## config.mk

```make
export PLATFORM = sky130hd
export DESIGN_NAME = snoop_page_mailbox
export DESIGN_NICKNAME = d
export VERILOG_FILES = /design/src/rtl/mbx_pkg.sv /design/src/rtl/mbx_decode.sv /design/src/rtl/mbx_arg_latch.sv /design/src/rtl/mbx_line_seq.sv /design/src/rtl/mbx_sat_counter.sv /design/src/rtl/snoop_page_mailbox.sv
export SDC_FILE = /design/constraint.sdc
export NUM_CORES = 1
export LEC_CHECK = 0
export BUFFER_PORTS_ARGS = -buffer_cell sky130_fd_sc_hd__buf_2
export CAP_MARGIN = 20
export CELL_PAD_IN_SITES_DETAIL_PLACEMENT = 0
export CELL_PAD_IN_SITES_GLOBAL_PLACEMENT = 1
export CORE_UTILIZATION = 25
export CTS_BUF_LIST = sky130_fd_sc_hd__clkbuf_16
export CTS_CLUSTER_SIZE = 10
export DETAILED_ROUTE_END_ITERATION = 8
export GPL_ROUTABILITY_DRIVEN = 0
export PLACE_DENSITY_LB_ADDON = 0.12
export SKIP_LAST_GASP = 1
export SLEW_MARGIN = 0
export SYNTH_ARGS = -nofsm -noshare
export SYNTH_HDL_FRONTEND = slang
export SYNTH_SLANG_ARGS = --single-unit
```

## constraint.sdc

```tcl
create_clock -name clk -period 2.5 [get_ports clk]
set_clock_uncertainty 0.2 [all_clocks]
set_input_delay 0.125 -clock clk [delete_from_list [all_inputs] [get_ports clk]]
set_output_delay 0.125 -clock clk [all_outputs]
set_load 0.1 [all_outputs]
```

## src/rtl/mbx_pkg.sv

```systemverilog
package mbx_pkg;

  localparam logic [1:0] CMD_LINE_RD = 2'b01;
  localparam logic [1:0] CMD_WR      = 2'b11;
  localparam int LINE_BEATS = 4;

  typedef enum logic [1:0] {
    SEQ_IDLE  = 2'd0,
    SEQ_STALL = 2'd1,
    SEQ_HITM  = 2'd2,
    SEQ_BEAT  = 2'd3
  } seq_state_t;

  function automatic logic is_read_cmd(input logic [1:0] cmd);
    return cmd == CMD_LINE_RD;
  endfunction

  function automatic logic is_write_cmd(input logic [1:0] cmd);
    return cmd == CMD_WR;
  endfunction

endpackage

```

## src/rtl/mbx_decode.sv

```systemverilog
module mbx_decode
  import mbx_pkg::*;
#(
  parameter int ADDR_W    = 32,
  parameter int PAGE_BITS = 12,
  localparam int BASE_W   = ADDR_W - PAGE_BITS
) (
  input  logic              req,
  input  logic [ADDR_W-1:0] addr,
  input  logic [1:0]        cmd,
  input  logic [BASE_W-1:0] base,
  input  logic              accept_en,
  output logic              in_page,
  output logic              claim_rd,
  output logic              claim_wr
);

  function automatic logic page_hit(input logic [ADDR_W-1:0] a, input logic [BASE_W-1:0] b);
    return a[ADDR_W-1:PAGE_BITS] == b;
  endfunction

  always_comb begin
    in_page  = req && page_hit(addr, base);
    claim_rd = in_page && accept_en && is_read_cmd(cmd);
    claim_wr = in_page && accept_en && is_write_cmd(cmd);
  end

endmodule

```

## src/rtl/mbx_arg_latch.sv

```systemverilog
module mbx_arg_latch #(
  parameter int PAGE_BITS = 12,
  parameter int DATA_W    = 64
) (
  input  logic                 clk,
  input  logic                 rst,
  input  logic                 claim_wr,
  input  logic [PAGE_BITS-1:0] addr_low,
  input  logic [DATA_W-1:0]    wdata,
  output logic                 fn_start,
  output logic [PAGE_BITS-1:0] fn_args,
  output logic [DATA_W-1:0]    fn_wdata
);

  always_ff @(posedge clk) begin
    if (rst) begin
      fn_start <= 1'b0;
      fn_args  <= '0;
      fn_wdata <= '0;
    end else begin
      fn_start <= claim_wr;
      if (claim_wr) begin
        fn_args  <= addr_low;
        fn_wdata <= wdata;
      end
    end
  end

endmodule

```

## src/rtl/mbx_line_seq.sv

```systemverilog
module mbx_line_seq
  import mbx_pkg::*;
#(
  parameter int DATA_W = 64,
  parameter int RES_W  = 64,
  parameter int IDX_W  = 2
) (
  input  logic              clk,
  input  logic              rst,
  input  logic              claim_rd,
  input  logic              claim_wr,
  input  logic [IDX_W-1:0]  crit_idx,
  input  logic              res_valid,
  input  logic [RES_W-1:0]  res_data,
  output logic              seq_idle,
  output logic              snoop_hitm,
  output logic              snoop_stall,
  output logic              line_valid,
  output logic              mem_absorb,
  output logic [DATA_W-1:0] line_data
);

  localparam int LAST_BEAT = (1 << IDX_W) - 1;

  seq_state_t        state_q;
  logic [IDX_W-1:0]  beat_q;
  logic [IDX_W-1:0]  crit_q;
  logic              have_res_q;
  logic [DATA_W-1:0] res_q;
  logic              res_ready;
  logic              last_beat;

  function automatic logic [DATA_W-1:0] beat_word(input logic [IDX_W-1:0] crit,
                                                  input logic [IDX_W-1:0] beat,
                                                  input logic [DATA_W-1:0] res);
    logic [IDX_W-1:0] chunk;
    chunk = crit + beat;
    return (chunk == '0) ? res : '0;
  endfunction

  assign res_ready = have_res_q || res_valid;
  assign last_beat = beat_q == IDX_W'(LAST_BEAT);

  always_ff @(posedge clk) begin
    if (rst) begin
      have_res_q <= 1'b0;
      res_q      <= '0;
    end else if (res_valid) begin
      have_res_q <= 1'b1;
      res_q      <= DATA_W'(res_data);
    end else if (claim_wr) begin
      have_res_q <= 1'b0;
    end
  end

  always_ff @(posedge clk) begin
    if (rst) begin
      state_q <= SEQ_IDLE;
      beat_q  <= '0;
      crit_q  <= '0;
    end else begin
      unique case (state_q)
        SEQ_IDLE: begin
          if (claim_rd) begin
            crit_q  <= crit_idx;
            state_q <= res_ready ? SEQ_HITM : SEQ_STALL;
          end
        end
        SEQ_STALL: begin
          if (res_valid) state_q <= SEQ_HITM;
        end
        SEQ_HITM: begin
          beat_q  <= '0;
          state_q <= SEQ_BEAT;
        end
        SEQ_BEAT: begin
          beat_q <= beat_q + 1'b1;
          if (last_beat) state_q <= SEQ_IDLE;
        end
        default: state_q <= SEQ_IDLE;
      endcase
    end
  end

  always_comb begin
    seq_idle    = state_q == SEQ_IDLE;
    snoop_stall = state_q == SEQ_STALL;
    snoop_hitm  = state_q == SEQ_HITM;
    line_valid  = state_q == SEQ_BEAT;
    mem_absorb  = state_q == SEQ_BEAT;
    line_data   = line_valid ? beat_word(crit_q, beat_q, res_q) : '0;
  end

  AST_HITM_SINGLE: assert property (@(posedge clk) disable iff (rst)
    snoop_hitm |=> !snoop_hitm && line_valid) else $error("hitm not single");
  AST_STALL_EXIT: assert property (@(posedge clk) disable iff (rst)
    $fell(snoop_stall) |-> snoop_hitm) else $error("stall exit");
  AST_STALL_HOLD: assert property (@(posedge clk) disable iff (rst)
    (snoop_stall && !res_valid) |=> snoop_stall) else $error("stall hold");
  AST_BEAT_START: assert property (@(posedge clk) disable iff (rst)
    $rose(line_valid) |-> $past(snoop_hitm)) else $error("beat start");

endmodule

```

## src/rtl/mbx_sat_counter.sv

```systemverilog
module mbx_sat_counter #(
  parameter int W = 32
) (
  input  logic         clk,
  input  logic         rst,
  input  logic         inc,
  output logic [W-1:0] cnt
);

  localparam logic [W-1:0] MAXV = '1;

  logic [W-1:0] cnt_q;

  function automatic logic [W-1:0] bump(input logic [W-1:0] v);
    return (v == MAXV) ? v : v + W'(1);
  endfunction

  always_ff @(posedge clk) begin
    if (rst)      cnt_q <= '0;
    else if (inc) cnt_q <= bump(cnt_q);
  end

  assign cnt = cnt_q;

  AST_NO_WRAP: assert property (@(posedge clk) disable iff (rst)
    (cnt_q == MAXV) |=> (cnt_q == MAXV)) else $error("counter wrapped");
  AST_STEP_ONE: assert property (@(posedge clk) disable iff (rst)
    (inc && cnt_q != MAXV) |=> (cnt_q == $past(cnt_q) + W'(1))) else $error("bad step");

endmodule

```

## src/rtl/snoop_page_mailbox.sv

```systemverilog
module snoop_page_mailbox
  import mbx_pkg::*;
#(
  parameter int ADDR_W    = 32,
  parameter int PAGE_BITS = 12,
  parameter int DATA_W    = 64,
  parameter int RES_W     = 64,
  parameter int CNT_W     = 32,
  localparam int BASE_W   = ADDR_W - PAGE_BITS,
  localparam int IDX_W    = $clog2(LINE_BEATS),
  localparam int OFF_W    = $clog2(DATA_W / 8)
) (
  input  logic                 clk,
  input  logic                 rst,
  input  logic [BASE_W-1:0]    page_base,
  input  logic                 host_req,
  input  logic [ADDR_W-1:0]    host_addr,
  input  logic [1:0]           host_cmd,
  input  logic [DATA_W-1:0]    host_wdata,
  output logic                 snoop_hitm,
  output logic                 snoop_stall,
  output logic                 line_valid,
  output logic [DATA_W-1:0]    line_data,
  output logic                 mem_absorb,
  output logic                 fn_start,
  output logic [PAGE_BITS-1:0] fn_args,
  output logic [DATA_W-1:0]    fn_wdata,
  input  logic                 res_valid,
  input  logic [RES_W-1:0]     res_data,
  output logic [CNT_W-1:0]     cnt_rd,
  output logic [CNT_W-1:0]     cnt_wr,
  output logic [CNT_W-1:0]     cnt_stall
);

  localparam int N_CNT = 3;

  logic in_page;
  logic claim_rd;
  logic claim_wr;
  logic seq_idle;
  logic [N_CNT-1:0] cnt_inc;
  logic [CNT_W-1:0] cnt_arr [N_CNT];

  mbx_decode #(.ADDR_W(ADDR_W), .PAGE_BITS(PAGE_BITS)) u_dec (
    .req(host_req), .addr(host_addr), .cmd(host_cmd), .base(page_base),
    .accept_en(seq_idle), .in_page(in_page), .claim_rd(claim_rd), .claim_wr(claim_wr)
  );

  mbx_arg_latch #(.PAGE_BITS(PAGE_BITS), .DATA_W(DATA_W)) u_arg (
    .clk(clk), .rst(rst), .claim_wr(claim_wr), .addr_low(host_addr[PAGE_BITS-1:0]),
    .wdata(host_wdata), .fn_start(fn_start), .fn_args(fn_args), .fn_wdata(fn_wdata)
  );

  mbx_line_seq #(.DATA_W(DATA_W), .RES_W(RES_W), .IDX_W(IDX_W)) u_seq (
    .clk(clk), .rst(rst), .claim_rd(claim_rd), .claim_wr(claim_wr),
    .crit_idx(host_addr[OFF_W +: IDX_W]), .res_valid(res_valid), .res_data(res_data),
    .seq_idle(seq_idle), .snoop_hitm(snoop_hitm), .snoop_stall(snoop_stall),
    .line_valid(line_valid), .mem_absorb(mem_absorb), .line_data(line_data)
  );

  assign cnt_inc = {snoop_stall, claim_wr, claim_rd};

  for (genvar g = 0; g < N_CNT; g++) begin : g_cnt
    mbx_sat_counter #(.W(CNT_W)) u_cnt (
      .clk(clk), .rst(rst), .inc(cnt_inc[g]), .cnt(cnt_arr[g])
    );
  end

  assign cnt_rd    = cnt_arr[0];
  assign cnt_wr    = cnt_arr[1];
  assign cnt_stall = cnt_arr[2];

  AST_WR_STARTS: assert property (@(posedge clk) disable iff (rst)
    claim_wr |=> fn_start) else $error("write without start");
  AST_RD_ANSWERS: assert property (@(posedge clk) disable iff (rst)
    claim_rd |=> (snoop_hitm || snoop_stall)) else $error("read unanswered");
  AST_OUTSIDE_QUIET: assert property (@(posedge clk) disable iff (rst)
    (seq_idle && !in_page) |=> !(snoop_hitm || snoop_stall || fn_start)) else $error("outside claimed");

endmodule

```

; ---- Word level (Yosys, flattened, before mapping)
; Cells that the tools add are included.
[op_classes]
bitwise = 3
n_mul = 0
n_shift = 0
div = 0
n_lt_le_gt_ge = 0
n_mux = 10
reduce_logical = 14
n_eq_ne = 13
addsub = 5
[op_table]
columns = op, n
row1 = 64-bit 2-to-1 mux, 2
row2 = "32-bit by 1-bit adder with 32-bit output, second input constant", 3
row3 = "32-bit equality test, second input constant", 3
row4 = 20-bit equality test, 1
row5 = "2-bit equality test, second input constant", 4
row6 = 2-bit 2-to-1 mux, 4
row7 = 2-bit one-hot mux with 4 select lines, 1
row8 = 2-bit AND reduction, 4
row9 = "2-bit by 1-bit equality test with 1-bit output, second input constant", 2
row10 = 1-bit logical AND, 4
row11 = 2-bit logical NOT, 2
row12 = "2-bit by 1-bit inequality test with 1-bit output, second input constant", 2
row13 = 2-bit one-hot mux with 2 select lines, 1
row14 = 2-bit nonzero test, 2
row15 = 1-bit NOT, 3
row16 = 3-bit AND reduction, 1
row17 = "2-bit by 1-bit adder with 2-bit output, second input constant", 1
row18 = 2-bit adder, 1
row19 = 1-bit 2-to-1 mux, 2
row20 = "2-bit inequality test, second input constant", 1
row21 = 1-bit logical OR, 1
[totals]
romBits = 0
latchBits = 0
output_inout_bits = 241
ram_bits = 0
mem_count = 0
regBits = 244
wordCells = 56

; ---- Depth between registers and ports, before layout
[logic_depth]
ltp_word = 6
depth_mapped = 11
mapped_depth_nobuf = 7

; ---- Cells and area by module
; From an unflattened synthesis, not the netlist that was laid out.
[hier_totals]
cells_unflattened = 1180
hier_area_um2 = 11338.4
[by_module_without_submodules]
columns = module, n_inst, cells_each, seq_area_each_um2, area_per_inst_um2
row1 = mbx_sat_counter, 3, 191, 640.6, 1721.7
row2 = mbx_line_seq, 1, 326, 1421.4, 3173.0
row3 = mbx_arg_latch, 1, 248, 1541.5, 2746.4
row4 = mbx_decode, 1, 33, 0.0, 254.0

; ---- Worst setup path before layout
; OpenSTA, ideal clock, no wires.
[synth_path]
path_type = reg-to-reg
from = reg g_cnt[1].u_cnt.cnt_q[1]
to = reg g_cnt[1].u_cnt.cnt_q[30]
synth_period_minus_slack_ps = 3367
stages_incl_launch_ff = 9
arrival_time_ps = 3097
setup_ps = 70
n_path_buf = 1
setup_slack_ps = -867
required_time_ps = 2230
path_cell_list = dfxtp_1 -> ha_1 -> inv_1 -> or4_1 -> clkbuf_1 -> nor3_1 -> nand2_1 -> or4_1 -> a21oi_1
[synth_via]
elab_chain_cells = 3
word_cells_on_any_way = 4
classes_between = add/sub: 1 / eq/ne: 1 / bitwise: 1 / reduce/logical: 1
[synth_rtl]
columns = element, line
row1 = "start, declared", mbx_sat_counter.sv:12  ; logic [W-1:0] cnt_q;
row2 = "start signal, assigned", mbx_sat_counter.sv:20  ; else if (inc) cnt_q <= bump(cnt_q);
row3 = branches (longest 3 deep; another with 32-bit by 1-bit adder with 32-bit output), -
; Parallel ways; which one is timed is not known.
; A chain may end at the register's enable or synchronous reset.

; ---- Worst setup path in the final report
[layout_path]
from = reg u_seq.crit_q[0]
to = out line_data[10]
[layout_via]
elab_chain_cells = 4
[layout_rtl]
columns = element, line
row1 = "start, declared", mbx_line_seq.sv:27  ; logic [IDX_W-1:0] crit_q;
row2 = "start signal, assigned", mbx_line_seq.sv:65  ; crit_q <= crit_idx;
row3 = 2-bit adder, mbx_line_seq.sv:37  ; chunk = crit + beat;
row4 = 2-bit logical NOT, mbx_line_seq.sv:38  ; return (chunk == '0) ? res : '0;
row5 = 64-bit 2-to-1 mux, mbx_line_seq.sv:38
row6 = 64-bit 2-to-1 mux, mbx_line_seq.sv:91  ; line_data = line_valid ? beat_word(crit_q, beat_q, res_q) : '0;
row7 = "end, declared", snoop_page_mailbox.sv:23  ; output logic [DATA_W-1:0] line_data,
; No other way between the ends.

==> impl_summary.md <==
Worst hold path
In this run the worst hold path is classified as input port to register.

Pwr
Of the total power, the share spent switching nets is 0.264. The share of total power dissipated in combinational logic is 0.139. The net load switching power is 2.45 mW. In this run the power density over the cells is 495 mW/mm^2. The clock share of power is 0.433. The share of total power dissipated in sequential elements is 0.428. Total power for the finished layout comes to 9.30 mW. The static power due to leakage is 7.97 nW. The maximum VDD drop is between 400 and 500 uV. The cell internal power dissipation is slightly below 7 mW.

Layout
The final design instance area without fill is 0.0188 sq mm. The filler cells instantiated in the layout total 4,227. The number of diodes added for antenna fixing is 0. In the final layout, the multi-input gates occupy a little over 0.006 sq mm.

Of the cells placed in the final design, the portion with a size suffix greater than 1 is 0.425. The number of nets in the layout is 2,139. Across the whole layout, storage elements account for 0.00510 sq mm.

The synthesis-to-layout area growth is 74.3%.

Routing
The number of design-rule violations left by the first detailed-router iteration is 449. The first detailed-routing pass took 4 iterations. Dividing the detail-routed wire length by the instance count gives 17.1 microns.

For this run, design rule violations remaining after detail routing come to 0. The detail route stage leaves a number of antenna-violating nets equal to 0. The vias after detailed routing is 11,700. The sum of routed wire length over all layers is 42,800 microns. The via-per-instance ratio is roughly 4.7.

Global route
The remaining global-route overflow is 0. The initial antenna violation count is 0. Across every metal layer, demand over resource in global routing totals 0.189. The via count of the first global-routing pass came to 12,000. The pin count of the biggest net entering global routing is 89.

The first global-routing pass estimated 66,900 microns of wire.

Yosys
The number of nets handed over by synthesis was 1,482. Synthesis produced 1,287 cells. The number of flip-flops and latches in the synthesized netlist is 244. The per-instance average area after synthesis is approximately 8.4 sq um.

The most frequently used flop master after synthesis is dfxtp_1. The cell area after synthesis is approximately 0.011 sq mm. For this run, asynchronously set or reset flops after synthesis account for 0. Yosys attributes the largest share of cell area to dfxtp_1 (45%), nand2_1 (6.7%), a21oi_1 (6.2%), mux2i_1 (6.2%), nor2_1 (4.6%).

The post-synthesis cell type count is 53. The most instantiated library cell after synthesis is dfxtp_1. The commonest cells after synthesis are dfxtp_1 (244), nand2_1 (191), a21oi_1 (134), nor2_1 (131), clkbuf_1 (70).

In this run, synthesis inferred 0 flip-flops with an integrated enable. The share of synthesized area in the top cell type comes to 0.453. The sequential fraction of the synthesis area is 0.453. The cell type with the highest aggregate area in the netlist is dfxtp_1. The Yosys step of the flow raised 0 warnings.

Clock network
The insertion delay of the later-clocked pin in the worst-skew pair is 0.57 ns. The CTS root buffer is clkbuf_16. The clock net sink count is around 240. The clock tree from TritonCTS is built. The clock passes through at most 3 buffers. The H-tree level count is 1. Clock tree synthesis inserted a total of 31 buffers. Clock-pin slew was measured on the worst setup and hold paths at 0.06 ns.

STA
The setup TNS after final layout is -2.90 ns. The actual transition at the worst max-transition pin is a little under 0.8 ns. The timing-limited maximum frequency is 386 MHz.

The fraction of the cycle the final worst path needs is 1.04. The total setup violations reported at the end of the flow is 78. Once routing completed, OpenROAD measured the worst setup slack at -0.0904 ns. The max-slew headroom at the worst pin is 0.480. The hold violation total from the final report was 0.

Setup repair after global routing could not meet its margin everywhere. The minimum clock period is 2.59 ns. The final number of max-transition violations is 0. Hold is met by 0.0956 ns.

Status
The flow ran to the end, but the final reports show violations. The checks that failed: negative setup slack.

Floorplan
The overall die area is 0.0439 sq mm. The cell row count is 75. In this run the vertical extent of the chip is 210 microns.

The initial utilization of the core area, before any placement, comes to 0.255. The chip width is between 200 and 250 microns. The count of boundary I/O pins is 427.

In this run the standard cell core region covers between 0.04 and 0.05 sq mm.

Placed design
The number of buffers added on ports is about 430. Once placement finished, the instance area stood at roughly 0.015 sq mm. Before CTS, the worst setup slack after placement is -0.289 ns. The wire-length estimate of the detail-placed layout is 29,400 microns.

Critical path
The worst endpoint data arrival time is between 2 and 2.5 ns. Along the worst path, the maximum fanout reaches 8. By startpoint and endpoint, the worst setup path is classified as register to output port. STA classifies the critical path endpoint as an output port. The required time reported for the critical path endpoint is 2.17 ns. The kind of launch point of the worst setup path is a register.

Flow run
The number of max-capacitance violations reported is 0.
==> cells by family after synthesis <==
family / synth area share
AND/OR/NAND/NOR: 0.283
flip-flops: 0.453
AO/OA/AOI/OAI: 0.105
buffers and inverters: 0.0336
multiplexers: 0.0737
XOR/XNOR: 0.0406
adder cells (fa/ha/maj): 0.0104
==> state kept, by name (all words and copies together) (netlist names) <==
register / cells
g_cnt.u_cnt.cnt: 96
u_arg.fn_start: 1
u_seq.crit_q: 2
u_arg.fn_args: 12
u_seq.state_q: 2
u_arg.fn_wdata: 64
u_seq.res_q: 64
u_seq.have_res_q: 1
u_seq.beat_q: 2
==> placed cells by master, fill, tap and decap left out, types with 25 or more instances in the layout <==
cell type	n
o21ai_0	28
dfxtp_1	145
and2_4	48
buf_2	362
dfxtp_2	64
nand4_1	35
xnor2_1	33
dlygate4sd3_1	157
buf_4	83
or3_1	25
buf_12	77
a21oi_1	115
nand3_1	44
dfxtp_4	35
mux2i_1	67
nor2_1	130
nand2_1	190
clkbuf_16	33
==> worst paths after layout <==
kind / startpoint / endpoint / slack, ns / cells after the start
max: u_seq.crit_q[0] / line_data[10] / -0.09 / 9
max reg2reg: u_seq.state_q[1] / g_cnt[1].u_cnt.cnt[3] / -0.08 / 8
min reg2reg: u_arg.fn_wdata[36] / u_arg.fn_wdata[36] / 0.25 / 2
min: host_addr[27] / u_arg.fn_start / 0.1 / 6
==> cell type report <==
cell class | count | share of cell area
Tap cell | 539 | 0.0359
Inverter | 14 | 0.00280
Multi-Input combinational cell | 954 | 0.327
Timing Repair Buffer | 699 | 0.315
Clock buffer | 31 | 0.0413
Clock inverter | 22 | 0.00626
Sequential cell | 244 | 0.271
==> power groups by stage <==
stage	registers (mW)	logic, mW	clock network [mW]
5_1_grt	3.99	1.40	4.36
3_3_place_gp	4.05	0.981	0
4_1_cts	3.98	1.30	4.21
2_1_floorplan	4.08	0.541	0
3_5_place_dp	4.05	0.990	0
6_report	3.98	1.29	4.03
==> worst max-delay path, cell delays in order, from the launching register on <==
cell     delay (ns)
dfxtp_2        0.33
ha_4           0.17
xnor2_4        0.13
xnor2_2        0.15
nor3_4         0.16
buf_12         0.17
buf_12         0.12
buf_16         0.13
and2_4         0.15
buf_12         0.17
==> routing by layer <==
| metal | part of all wire | track usage | up-vias | routed length [microns] |
|---|---|---|---|---|
| met3 | 0.072 | 0.0600 | 50 | 3100 |
| met4 | 0.022 | 0.0448 | 0 | 927 |
| li1 | - | - | 5806 | - |
| met2 | 0.48 | 0.323 | 287 | 20400 |
| met1 | 0.43 | 0.229 | 5540 | 18300 |
| met5 | 0 | 0 | - | 0 |
==> through the flow <==
stage	instances	util
6_report	2503	0.445
5_1_grt	2503	0.445
4_1_cts	2496	0.439
3_5_place_dp	2260	0.365
3_3_place_gp	2260	0.365
2_1_floorplan	1287	-
==> timing repair <==
item | 4_1_cts | 5_1_grt
endpoints found under the setup margin | 175 | 180
pin swaps | 60 | 32
resized for setup | 85 | 64
cloned | 10 | 4
endpoints found under the hold margin | 184 | 0
buffers inserted | 16 | 11
hold buffers | 157 | 0
Power figures use the tool's default switching activity.
